`config.mk`:
```
export PLATFORM = sky130hd
export DESIGN_NAME = rxd_ring_engine
export DESIGN_NICKNAME = d
export VERILOG_FILES = /design/src/rtl/rxd_pkg.sv /design/src/rtl/rxd_status_fmt.sv /design/src/rtl/rxd_ring_ptr.sv /design/src/rtl/rxd_seq.sv /design/src/rtl/rxd_ring_engine.sv
export SDC_FILE = /design/constraint.sdc
export NUM_CORES = 1
export LEC_CHECK = 0
export ABC_AREA = 1
export BUFFER_PORTS_ARGS = -buffer_cell sky130_fd_sc_hd__buf_4
export CAP_MARGIN = 20
export CORE_MARGIN = 1.5
export CORE_UTILIZATION = 40
export CTS_BUF_LIST = sky130_fd_sc_hd__clkbuf_4
export CTS_CLUSTER_DIAMETER = 30
export DETAILED_ROUTE_END_ITERATION = 8
export GPL_TIMING_DRIVEN = 0
export HOLD_SLACK_MARGIN = 0.15
export PLACE_DENSITY = 0.73
export SLEW_MARGIN = 20
export SYNTH_ARGS = -nofsm -noshare
export SYNTH_HDL_FRONTEND = slang
export SYNTH_SLANG_ARGS = --single-unit
```
`constraint.sdc`:
```
create_clock -name clk -period 1.81 [get_ports clk]
set_input_delay 0.0905 -clock clk [delete_from_list [all_inputs] [get_ports clk]]
set_output_delay 0.0905 -clock clk [all_outputs]
set_load 0.02 [all_outputs]
```
`src/rtl/rxd_pkg.sv`:
```
package rxd_pkg;

    localparam int WORD_W     = 32;
    localparam int LEN_W      = 16;
    localparam int DESC_WORDS = 4;
    localparam int OWN_BIT    = 31;
    localparam int EOR_BIT    = 25;
    localparam int ERR_BIT    = 15;
    localparam int LAST_BIT   = 8;
    localparam int LEN_LSB    = 16;

    typedef enum logic [2:0] {
        ST_STOP  = 3'd0,
        ST_OWN   = 3'd1,
        ST_CTRL  = 3'd2,
        ST_WAIT  = 3'd3,
        ST_WB    = 3'd4,
        ST_CLOSE = 3'd5,
        ST_DROP  = 3'd6
    } eng_state_e;

    typedef struct packed {
        logic [LEN_W-1:0] len;
        logic             err;
    } frame_info_t;

    function automatic logic [WORD_W-1:0] pack_status(input logic [LEN_W-1:0] len,
                                                      input logic err);
        logic [WORD_W-1:0] w;
        w = '0;
        w[LEN_LSB +: LEN_W] = len;
        w[ERR_BIT]          = err;
        w[LAST_BIT]         = 1'b1;
        return w;
    endfunction

endpackage

```
`src/rtl/rxd_status_fmt.sv`:
```
module rxd_status_fmt
    import rxd_pkg::*;
#(
    parameter int SIZE_W = 11
) (
    input  logic [WORD_W-1:0] ctrl_word,
    input  frame_info_t       frame,
    output logic [WORD_W-1:0] status_word
);
    logic [LEN_W-1:0] buf_size;
    logic [LEN_W-1:0] len_out;
    logic             too_long;
    logic             ctrl_unused;

    assign ctrl_unused = ^ctrl_word;

    always_comb begin
        buf_size    = LEN_W'(ctrl_word[SIZE_W-1:0]);
        too_long    = frame.len > buf_size;
        len_out     = too_long ? buf_size : frame.len;
        status_word = pack_status(len_out, frame.err | too_long);
    end

endmodule

```
`src/rtl/rxd_ring_ptr.sv`:
```
module rxd_ring_ptr
    import rxd_pkg::*;
#(
    parameter int ADDR_W = 16
) (
    input  logic              clk,
    input  logic              rst,
    input  logic              load,
    input  logic [ADDR_W-1:0] load_addr,
    input  logic              advance,
    input  logic              eor,
    output logic [ADDR_W-1:0] ptr,
    output logic [ADDR_W-1:0] base
);
    localparam logic [ADDR_W-1:0] STEP = ADDR_W'(DESC_WORDS);

    always_ff @(posedge clk) begin
        if (rst) begin
            base <= '0;
            ptr  <= '0;
        end else if (load) begin
            base <= load_addr;
            ptr  <= load_addr;
        end else if (advance) begin
            ptr <= eor ? base : ptr + STEP;
        end
    end


    ring_step_chk: assert property (@(posedge clk) disable iff (rst)
        (advance && !load && !eor) |=> (ptr == $past(ptr) + STEP));


    ring_wrap_chk: assert property (@(posedge clk) disable iff (rst)
        (advance && !load && eor) |=> (ptr == base));

endmodule

```
`src/rtl/rxd_seq.sv`:
```
module rxd_seq
    import rxd_pkg::*;
(
    input  logic       clk,
    input  logic       rst,
    input  logic       run_en,
    input  logic       frm_valid,
    input  logic       mem_ack,
    input  logic       own_flag,
    output eng_state_e state,
    output logic       mem_req,
    output logic       mem_we,
    output logic       word_sel,
    output logic       capture,
    output logic       ctrl_load,
    output logic       advance,
    output logic       frm_ready,
    output logic       buf_unavail
);
    eng_state_e nxt;

    always_ff @(posedge clk) begin
        if (rst) state <= ST_STOP;
        else     state <= nxt;
    end

    always_comb begin
        nxt         = state;
        mem_req     = 1'b0;
        mem_we      = 1'b0;
        word_sel    = 1'b0;
        capture     = 1'b0;
        ctrl_load   = 1'b0;
        advance     = 1'b0;
        frm_ready   = 1'b0;
        buf_unavail = 1'b0;
        case (state)
            ST_STOP: if (run_en) nxt = ST_WAIT;
            ST_WAIT: begin
                if (!run_en) nxt = ST_STOP;
                else if (frm_valid) begin
                    capture = 1'b1;
                    nxt     = ST_OWN;
                end
            end
            ST_OWN: begin
                mem_req = 1'b1;
                if (mem_ack) nxt = own_flag ? ST_CTRL : ST_DROP;
            end
            ST_CTRL: begin
                mem_req  = 1'b1;
                word_sel = 1'b1;
                if (mem_ack) begin
                    ctrl_load = 1'b1;
                    nxt       = ST_WB;
                end
            end
            ST_WB: begin
                mem_req = 1'b1;
                mem_we  = 1'b1;
                if (mem_ack) begin
                    advance = 1'b1;
                    nxt     = ST_CLOSE;
                end
            end
            ST_CLOSE: begin
                frm_ready = 1'b1;
                nxt       = ST_WAIT;
            end
            ST_DROP: begin
                frm_ready   = 1'b1;
                buf_unavail = 1'b1;
                nxt         = ST_WAIT;
            end
            default: nxt = ST_STOP;
        endcase
    end


    req_hold_chk: assert property (@(posedge clk) disable iff (rst)
        (mem_req && !mem_ack) |=> (mem_req && $stable(mem_we) && $stable(word_sel)));


    ready_pulse_chk: assert property (@(posedge clk) disable iff (rst)
        frm_ready |=> !frm_ready);


    drop_flag_chk: assert property (@(posedge clk) disable iff (rst)
        buf_unavail |-> (frm_ready && $past(mem_ack) && !$past(mem_we)));

endmodule

```
`src/rtl/rxd_ring_engine.sv`:
```
module rxd_ring_engine
    import rxd_pkg::*;
#(
    parameter int ADDR_W = 16,
    parameter int SIZE_W = 11
) (
    input  logic              clk,
    input  logic              rst,
    input  logic              run_en,
    input  logic              base_we,
    input  logic [ADDR_W-1:0] base_addr,
    input  logic              frm_valid,
    input  logic [LEN_W-1:0]  frm_len,
    input  logic              frm_err,
    output logic              frm_ready,
    output logic              buf_unavail,
    output logic              mem_req,
    output logic              mem_we,
    output logic [ADDR_W-1:0] mem_addr,
    output logic [WORD_W-1:0] mem_wdata,
    input  logic [WORD_W-1:0] mem_rdata,
    input  logic              mem_ack,
    output logic [2:0]        proc_state
);
    eng_state_e        state;
    logic              word_sel, capture, ctrl_load, advance, base_load;
    logic [ADDR_W-1:0] ptr, base;
    logic [WORD_W-1:0] ctrl_q;
    frame_info_t       finfo;

    rxd_seq u_seq (
        .clk        (clk),
        .rst        (rst),
        .run_en     (run_en),
        .frm_valid  (frm_valid),
        .mem_ack    (mem_ack),
        .own_flag   (mem_rdata[OWN_BIT]),
        .state      (state),
        .mem_req    (mem_req),
        .mem_we     (mem_we),
        .word_sel   (word_sel),
        .capture    (capture),
        .ctrl_load  (ctrl_load),
        .advance    (advance),
        .frm_ready  (frm_ready),
        .buf_unavail(buf_unavail)
    );

    assign base_load = base_we && (state == ST_STOP);

    rxd_ring_ptr #(.ADDR_W(ADDR_W)) u_ptr (
        .clk      (clk),
        .rst      (rst),
        .load     (base_load),
        .load_addr(base_addr),
        .advance  (advance),
        .eor      (ctrl_q[EOR_BIT]),
        .ptr      (ptr),
        .base     (base)
    );

    always_ff @(posedge clk) begin
        if (rst) begin
            finfo  <= '0;
            ctrl_q <= '0;
        end else begin
            if (capture)   finfo  <= '{len: frm_len, err: frm_err};
            if (ctrl_load) ctrl_q <= mem_rdata;
        end
    end

    rxd_status_fmt #(.SIZE_W(SIZE_W)) u_fmt (
        .ctrl_word  (ctrl_q),
        .frame      (finfo),
        .status_word(mem_wdata)
    );

    assign mem_addr   = ptr + ADDR_W'(word_sel);
    assign proc_state = state;


    base_hold_chk: assert property (@(posedge clk) disable iff (rst)
        (base_we && state != ST_STOP) |=> $stable(base));


    handback_chk: assert property (@(posedge clk) disable iff (rst)
        (mem_req && mem_we) |-> (!mem_wdata[OWN_BIT] && mem_wdata[LAST_BIT]));


    stop_quiet_chk: assert property (@(posedge clk) disable iff (rst)
        (!run_en && state == ST_STOP) |=> (!mem_req && !frm_ready));

endmodule

```
==> flow_summary.yaml, run 1 <==
global_routing:
  gr-total-overflow: 0
  grt_pass1_wl_um: 19900
  grt_max_degree: 13
  antenna_found_initial: 0
  grt.total_usage_pct: 25.3
  grt_pass1_vias: 4306
clocking:
  clk_pin_slew_worst_paths_ps: 140
  h-tree-depth: 3
  numCtsBuffers: 9
  cts_tree: "yes"
  clock-sinks: 64
  clk_latency_ps: 440
  clock_path_buffers: 2
  cts.root.buffer_cell: "clkbuf_4"
logic_synthesis:
  synth_xor_area_share_pct: 3.05
  yosys_warnings: 0
  syn-cell-area_sq_um: 3730
  synth_mux_area_share_pct: 0
  synth_compound_area_share_pct: 15.7
  ys_ff_latch: 64
  synth_cells: 555
  synth_top_family_by_area: "simple AND/OR/NAND/NOR gates"
  yosysSeqAreaShare_pct: 34.4
  ys_types: 34
  syn_area_per_cell_sq_um: 6.72
  yosys.area_share.simple_pct: 28.9
  yosys.area_share.adder_pct: 4.70
worst_hold_path:
  min_path_type: "input pin to flip-flop"
placed_design:
  place_area_sq_um: 4590
  dp_slack_ps: -191
  numPortBuffers: 86
  routabilityCongestion: 0.888
  dp.final_hpwl_um: 7690
sta:
  slew_violations: 0
  worstMarginPinSlew_ps: 614
  worst_clock_skew_ps: 35.1
  finalCriticalPeriod_ps: 2300
  relSlewSlack_pct: 59.1
  finalSetupViolCount: 26
  finalCritPeriodShare_pct: 127
  max_freq_ghz: 0.435
  rsz0062_at_grt: "true"
  setup_slack_ps: -490
  hold_violations: 0
finish:
  final_nets: 847
  drive_gt1_share_pct: 42.9
  fin_util_pct: 69.1
  layout_common_cells: "buf_4, nand2_1, nor2_1, dlygate4sd3_1"
  finalInstanceArea_sq_um: 6330
  layout_commonest_cell: "buf_4"
  diodes: 0
  area_delta_synth_final_pct: 69.8
die:
  die_w_um: 99.5
  core_sq_um: 9150
  num_rows: 35
  start_util_pct: 40.7
  dieArea_sq_um: 9910
  num_io_pins: 126
  fp.dieH_um: 99.5
route:
  wl_um: 13900
  detail-route-antenna-nets: 0
  drtPass1Iterations: 4
  drtIter0Drc: 252
  drc: 0
  dr_total_vias: 4598
  routed_via_density: 5.24
  wire_per_inst_um: 15.8
power_and_ir_drop:
  p_int_mw: 4.47
  pwr-share-seq_pct: 24.5
  p_clk_share_pct: 11.8
  netSwitchingFraction_pct: 46.8
  power_leakage_nw: 2.90
  p_switching_mw: 3.93
  ir_worst_vdd_mv: 0.975
  p_comb_share_pct: 63.7
  p_total_mw: 8.41
  p_per_area_nw_per_um2: 1330
setup_path:
  r2r_slack_ps: 90
  critical_path_required_ps: 1720
  cp-end-kind: "output pin"
  critPathLaunchType: "flip-flop"
  cp_max_fo: 5
  critPathKind: "flip-flop to output pin"
  critPathArrivalTime_ps: 2210
run_status:
  status: "finished with violations"
  violations: "negative setup slack"
flow_run:
  cap_violations: 0
==> sequential cells by signal, summed over array words and instances, names as in the netlist <==
register and count:
u_ptr.base 16, u_seq.state 3, ctrl_q 12, finfo 17, u_ptr.ptr 16
==> path summary, 6_finish.rpt <==
path	start	endpoint	cells after the start
min reg2reg	u_ptr.base[5]	u_ptr.base[5]	2
max reg2reg	u_seq.state[0]	u_ptr.ptr[12]	10
min	frm_len[4]	finfo[5]	4
max	finfo[7]	mem_wdata[26]	12
==> cell type report <==
class                   count  area (sq um)
fillers                   659          2820
clock inverters             7          70.1
well taps                 111           139
flip-flops and latches     64          1330
multi-input cells         416          2600
repair buffers            178          1590
inverters                  50           206
clock buffers               9          67.6
plain buffers              43           322
==> critical path, stage by stage, from the launching register on <==
cell and delay (ps):
dfxtp_1 460, ha_4 240, nand2_2 90, nor2_2 50
nor2_1 150, nand2_1 100, nand2_2 90, nand2_4 80
nand2_4 100, buf_6 140, nand2_2 60, nand2_2 80
buf_6 120
==> cells in the mapped netlist <==
master    instances  area share (%)
o211ai_1          1            0.20
or2_2             1            0.17
a21oi_1          43             5.8
nor3_1            5            0.67
buf_2             4            0.54
buf_4            26             5.2
nand2_8           1            0.54
nand2_2           2            0.34
o21ai_2           1            0.24
a31oi_1           5            0.84
a21o_1            1            0.20
nand2_1         146              15
xnor2_1           3            0.71
nand3_2           1            0.27
a21oi_2           2            0.47
a211oi_1          1            0.20
ha_1             14             4.7
nor2_2            3            0.50
nand4_1           4            0.67
xor2_1           10             2.3
clkbuf_1          7            0.71
nand3_1          29             3.9
inv_1            41             4.1
inv_2             8            0.81
nor2_1           62             6.2
o21ai_0          47             6.3
nand2_4           2            0.60
buf_6             4             1.2
clkbuf_2          2            0.27
inv_4             1            0.17
conb_1            2            0.20
dfxtp_1          64              34
nor2_4            1            0.30
o21ai_1          11             1.5
==> power groups by stage <==
stage / registers, mW / clock network (mW) / logic, mW
floorplan: 1.97 / 0 / 2.38
global placement: 1.98 / 0 / 3.39
detailed placement: 2.00 / 0 / 3.48
CTS: 2.02 / 1.00 / 4.44
global route: 2.09 / 1.08 / 5.71
finish: 2.06 / 0.994 / 5.36
==> timing repair <==
item,in CTS,in global routing
pin swaps,36,29
hold buffers,51,0
setup endpoints to repair,28,26
gates cloned,1,1
hold endpoints to repair,64,0
buffers inserted,17,22
resized for setup,138,83
==> metal layers <==
| layer | vias to the layer above | global-route usage (%) | routed length (um) |
|---|---|---|---|
| li1 | 2165 | - | - |
| met1 | 2160 | 28.8 | 5210 |
| met2 | 222 | 45.9 | 7140 |
| met3 | 51 | 5.34 | 981 |
| met4 | 0 | 10.4 | 536 |
| met5 | - | 0 | 0 |
==> cells by family after synthesis <==
kind of cell	after synthesis
xor gates and xnor gates	13
AOI/OAI and AO/OA	112
adders and majority gates	14
DFF	64
and+or+nand+nor	257
buffers and inverters	93
other	2
==> metrics by stage <==
| step | std cells | TNS [ps] | hold WS (ps) |
|---|---|---|---|
| 3_3_place_gp | 770 | -1080 | 335 |
| 3_5_place_dp | 770 | -2300 | 343 |
| 2_1_floorplan | 573 | -290 | 225 |
| 5_1_grt | 878 | -9220 | 450 |
| 4_1_cts | 855 | -4540 | 434 |
| 6_report | 878 | -6790 | 446 |
(Power assumes the default switching activity.)
==> run 2: changes to the inputs <==
- GPL_ROUTABILITY_DRIVEN: unset -> 1
- PLACE_DENSITY: 0.73 -> 0.7
- SYNTH_HIERARCHICAL: unset -> 1
==> run 2 against run 1 <==
Compared with the run above: the flow still finishes with violations (negative setup slack); core utilization shrank 4.0 points; highest routed layer unchanged; hold slack got worse by 230 ps; die area grew 8.0%; synthesized cell count is 9.2% higher; critical path type unchanged; worst setup slack better by 92 ps.
==> flow_summary.yaml, run 2 <==
run_status:
  status: "finished with violations"
  violations: "negative setup slack"
power_and_ir_drop:
  power_leakage_nw: 2.85
  pwr-share-seq_pct: 28.6
  p_per_area_nw_per_um2: 1130
  p_total_mw: 7.17
  ir_worst_vdd_mv: 0.694
  p_comb_share_pct: 57.6
  p_switching_mw: 3.23
  p_int_mw: 3.95
  p_clk_share_pct: 13.8
  netSwitchingFraction_pct: 45.0
sta:
  hold_ws_ps: 217
  finalSetupViolCount: 25
  max_freq_ghz: 0.453
  rsz0062_at_grt: "true"
  slew_violations: 0
  relSlewSlack_pct: 65.3
  finalCriticalPeriod_ps: 2210
  hold_violations: 0
  finalCritPeriodShare_pct: 122
  setup_slack_ps: -399
  fin_tns_setup_ps: -6450
  worstMarginPinSlew_ps: 520
  worst_clock_skew_ps: 22.7
clocking:
  clock-sinks: 64
  clk_latency_ps: 420
  clk_pin_slew_worst_paths_ps: 130
  h-tree-depth: 3
  cts.root.buffer_cell: "clkbuf_4"
  cts_tree: "yes"
  numCtsBuffers: 9
  clock_path_buffers: 2
route:
  drtPass1Iterations: 5
  drtIter0Drc: 154
  drc: 0
  wl_um: 13100
  routed_via_density: 4.93
  wire_per_inst_um: 13.9
  detail-route-antenna-nets: 0
  dr_total_vias: 4635
finish:
  drive_gt1_share_pct: 39.2
  stdcell_count: 940
  final_nets: 888
  largest_register_ffs: 17
  diodes: 0
  fillCellCount: 811
  top_regs: "finfo: 17 flops, u_ptr/base: 16 flops, u_ptr/ptr: 16 flops"
  layout_commonest_cell: "nand2_1"
  area_delta_synth_final_pct: 57.8
  layout_common_cells: "nand2_1, buf_4, a21oi_1"
  regMostFlops: "finfo"
logic_synthesis:
  synth_cells: 606
  syn_area_per_cell_sq_um: 6.66
  syn-cell-area_sq_um: 4040
  yosys_warnings: 6
global_routing:
  grt_pass1_wl_um: 20300
  antenna_found_initial: 0
  gr-total-overflow: 0
  grt_max_degree: 12
  grt_pass1_vias: 4515
  grt.total_usage_pct: 24.0
setup_path:
  critPathLaunchType: "flip-flop"
  critPathKind: "flip-flop to output pin"
  worstReg2RegStart: "u_seq/state[0]"
  max_stage_delay_ps: 370
  slowest_stage: "dfxtp_2"
  worstPathCellList: "inv_1, ha_1, nand2_2, nor2_4, nand2_1, nand2_1, nand2_2, nand2_4, buf_6, nand3_1, nand2_2, buf_6"
  r2r_slack_ps: 70
  reg2reg_depth: 7
  crit_start: "ctrl_q[4]"
  critPathArrivalTime_ps: 2120
  cp_common_cell: "nand2_2"
  critical_path_required_ps: 1720
  cp-end-kind: "output pin"
  reg2reg_to: "finfo[8]"
  cp_max_fo: 5
die:
  fp.dieH_um: 103
  core_sq_um: 9770
  die_w_um: 103
  dieArea_sq_um: 10700
  start_util_pct: 41.3
  num_rows: 36
  num_io_pins: 126
worst_hold_path:
  hp-start: "run_en"
  min_path_type: "input pin to flip-flop"
  hold_depth: 7
  min_to: "u_seq/state[0]"
placed_design:
  dp_slack_ps: -171
  dp.final_hpwl_um: 7990
  numPortBuffers: 86
  routabilityCongestion: 0.850
  place_inst: 843
flow_run:
  cap_violations: 0
[run 2: cell count changes in the layout (fill, tap and decap cells not counted), moves of 6 or more]
cell / previous run / this run
inv_2: 19 / 11
o21ai_0: 40 / 10
nor2_1: 51 / 40
buf_2: 3 / 14
o21ai_1: 11 / 4
a21boi_0: 0 / 7
nand3_1: 23 / 29
inv_1: 26 / 35
nand2_1: 106 / 161
a21oi_1: 40 / 61
[run 2: area by class of cell]
class	instances	area [sq um]	area share [%]
buffer	46	310	4.87
clock buffer	10	75.1	1.18
clock inverter	6	60.1	0.943
inverter	51	204	3.20
multi-input combinational	463	2750	43.2
sequential	64	1320	20.7
tap	133	166	2.61
timing repair buffer	167	1480	23.2
[run 2: what timing repair did]
action / in CTS / in global routing
hold buffers: 48 / 0
buffers inserted: 23 / 9
hold endpoints to repair: 63 / 0
pin swaps: 36 / 23
resized for setup: 116 / 49
gates cloned: 1 / 1
setup endpoints to repair: 28 / 48
[run 2: power groups by stage]
stage,clock [mW],sequential (mW),combinational [mW]
finish,0.986,2.05,4.13
detailed placement,0,2.04,2.85
global route,1.06,2.09,4.42
floorplan,0,1.98,1.97
CTS,0.977,2.03,3.69
global placement,0,2.03,2.78
[run 2: through the flow]
step | instance area, sq um | util [%]
3_3_place_gp | 4930 | 50.4
6_report | 6370 | 65.2
4_1_cts | 6150 | 62.9
2_1_floorplan | 4120 | -
3_5_place_dp | 4930 | 50.4
5_1_grt | 6370 | 65.2
[run 2: routing by layer]
metal  vias up  global-route usage (%)  share of wire [%]
met5         -                       0                  0
met4         0                    6.44                1.3
met3        20                    4.03                5.1
met2       150                    45.9                 53
met1      2173                    27.4                 40
li1       2292                       -                  -
[run 2: how the worst max path moves through the flow]
| stage | to | slack, ps | depth (start not counted) |
|---|---|---|---|
| after global routing | mem_wdata[23] | -480 | 12 |
| after CTS | mem_wdata[25] | -300 | 11 |
| final | mem_wdata[23] | -400 | 12 |
| after floorplan | mem_addr[10] | -0.3 | 10 |
| after global placement | mem_addr[14] | -130 | 10 |
| after detailed placement | mem_addr[14] | -170 | 10 |
[run 2: critical path: cells and delay by family (launching register included)]
family / cells / cell delay [ps]
buffers and inverters: 3 / 300
AND/OR/NAND/NOR: 8 / 720
flip-flops: 1 / 370
adder cells (fa/ha/maj): 1 / 300
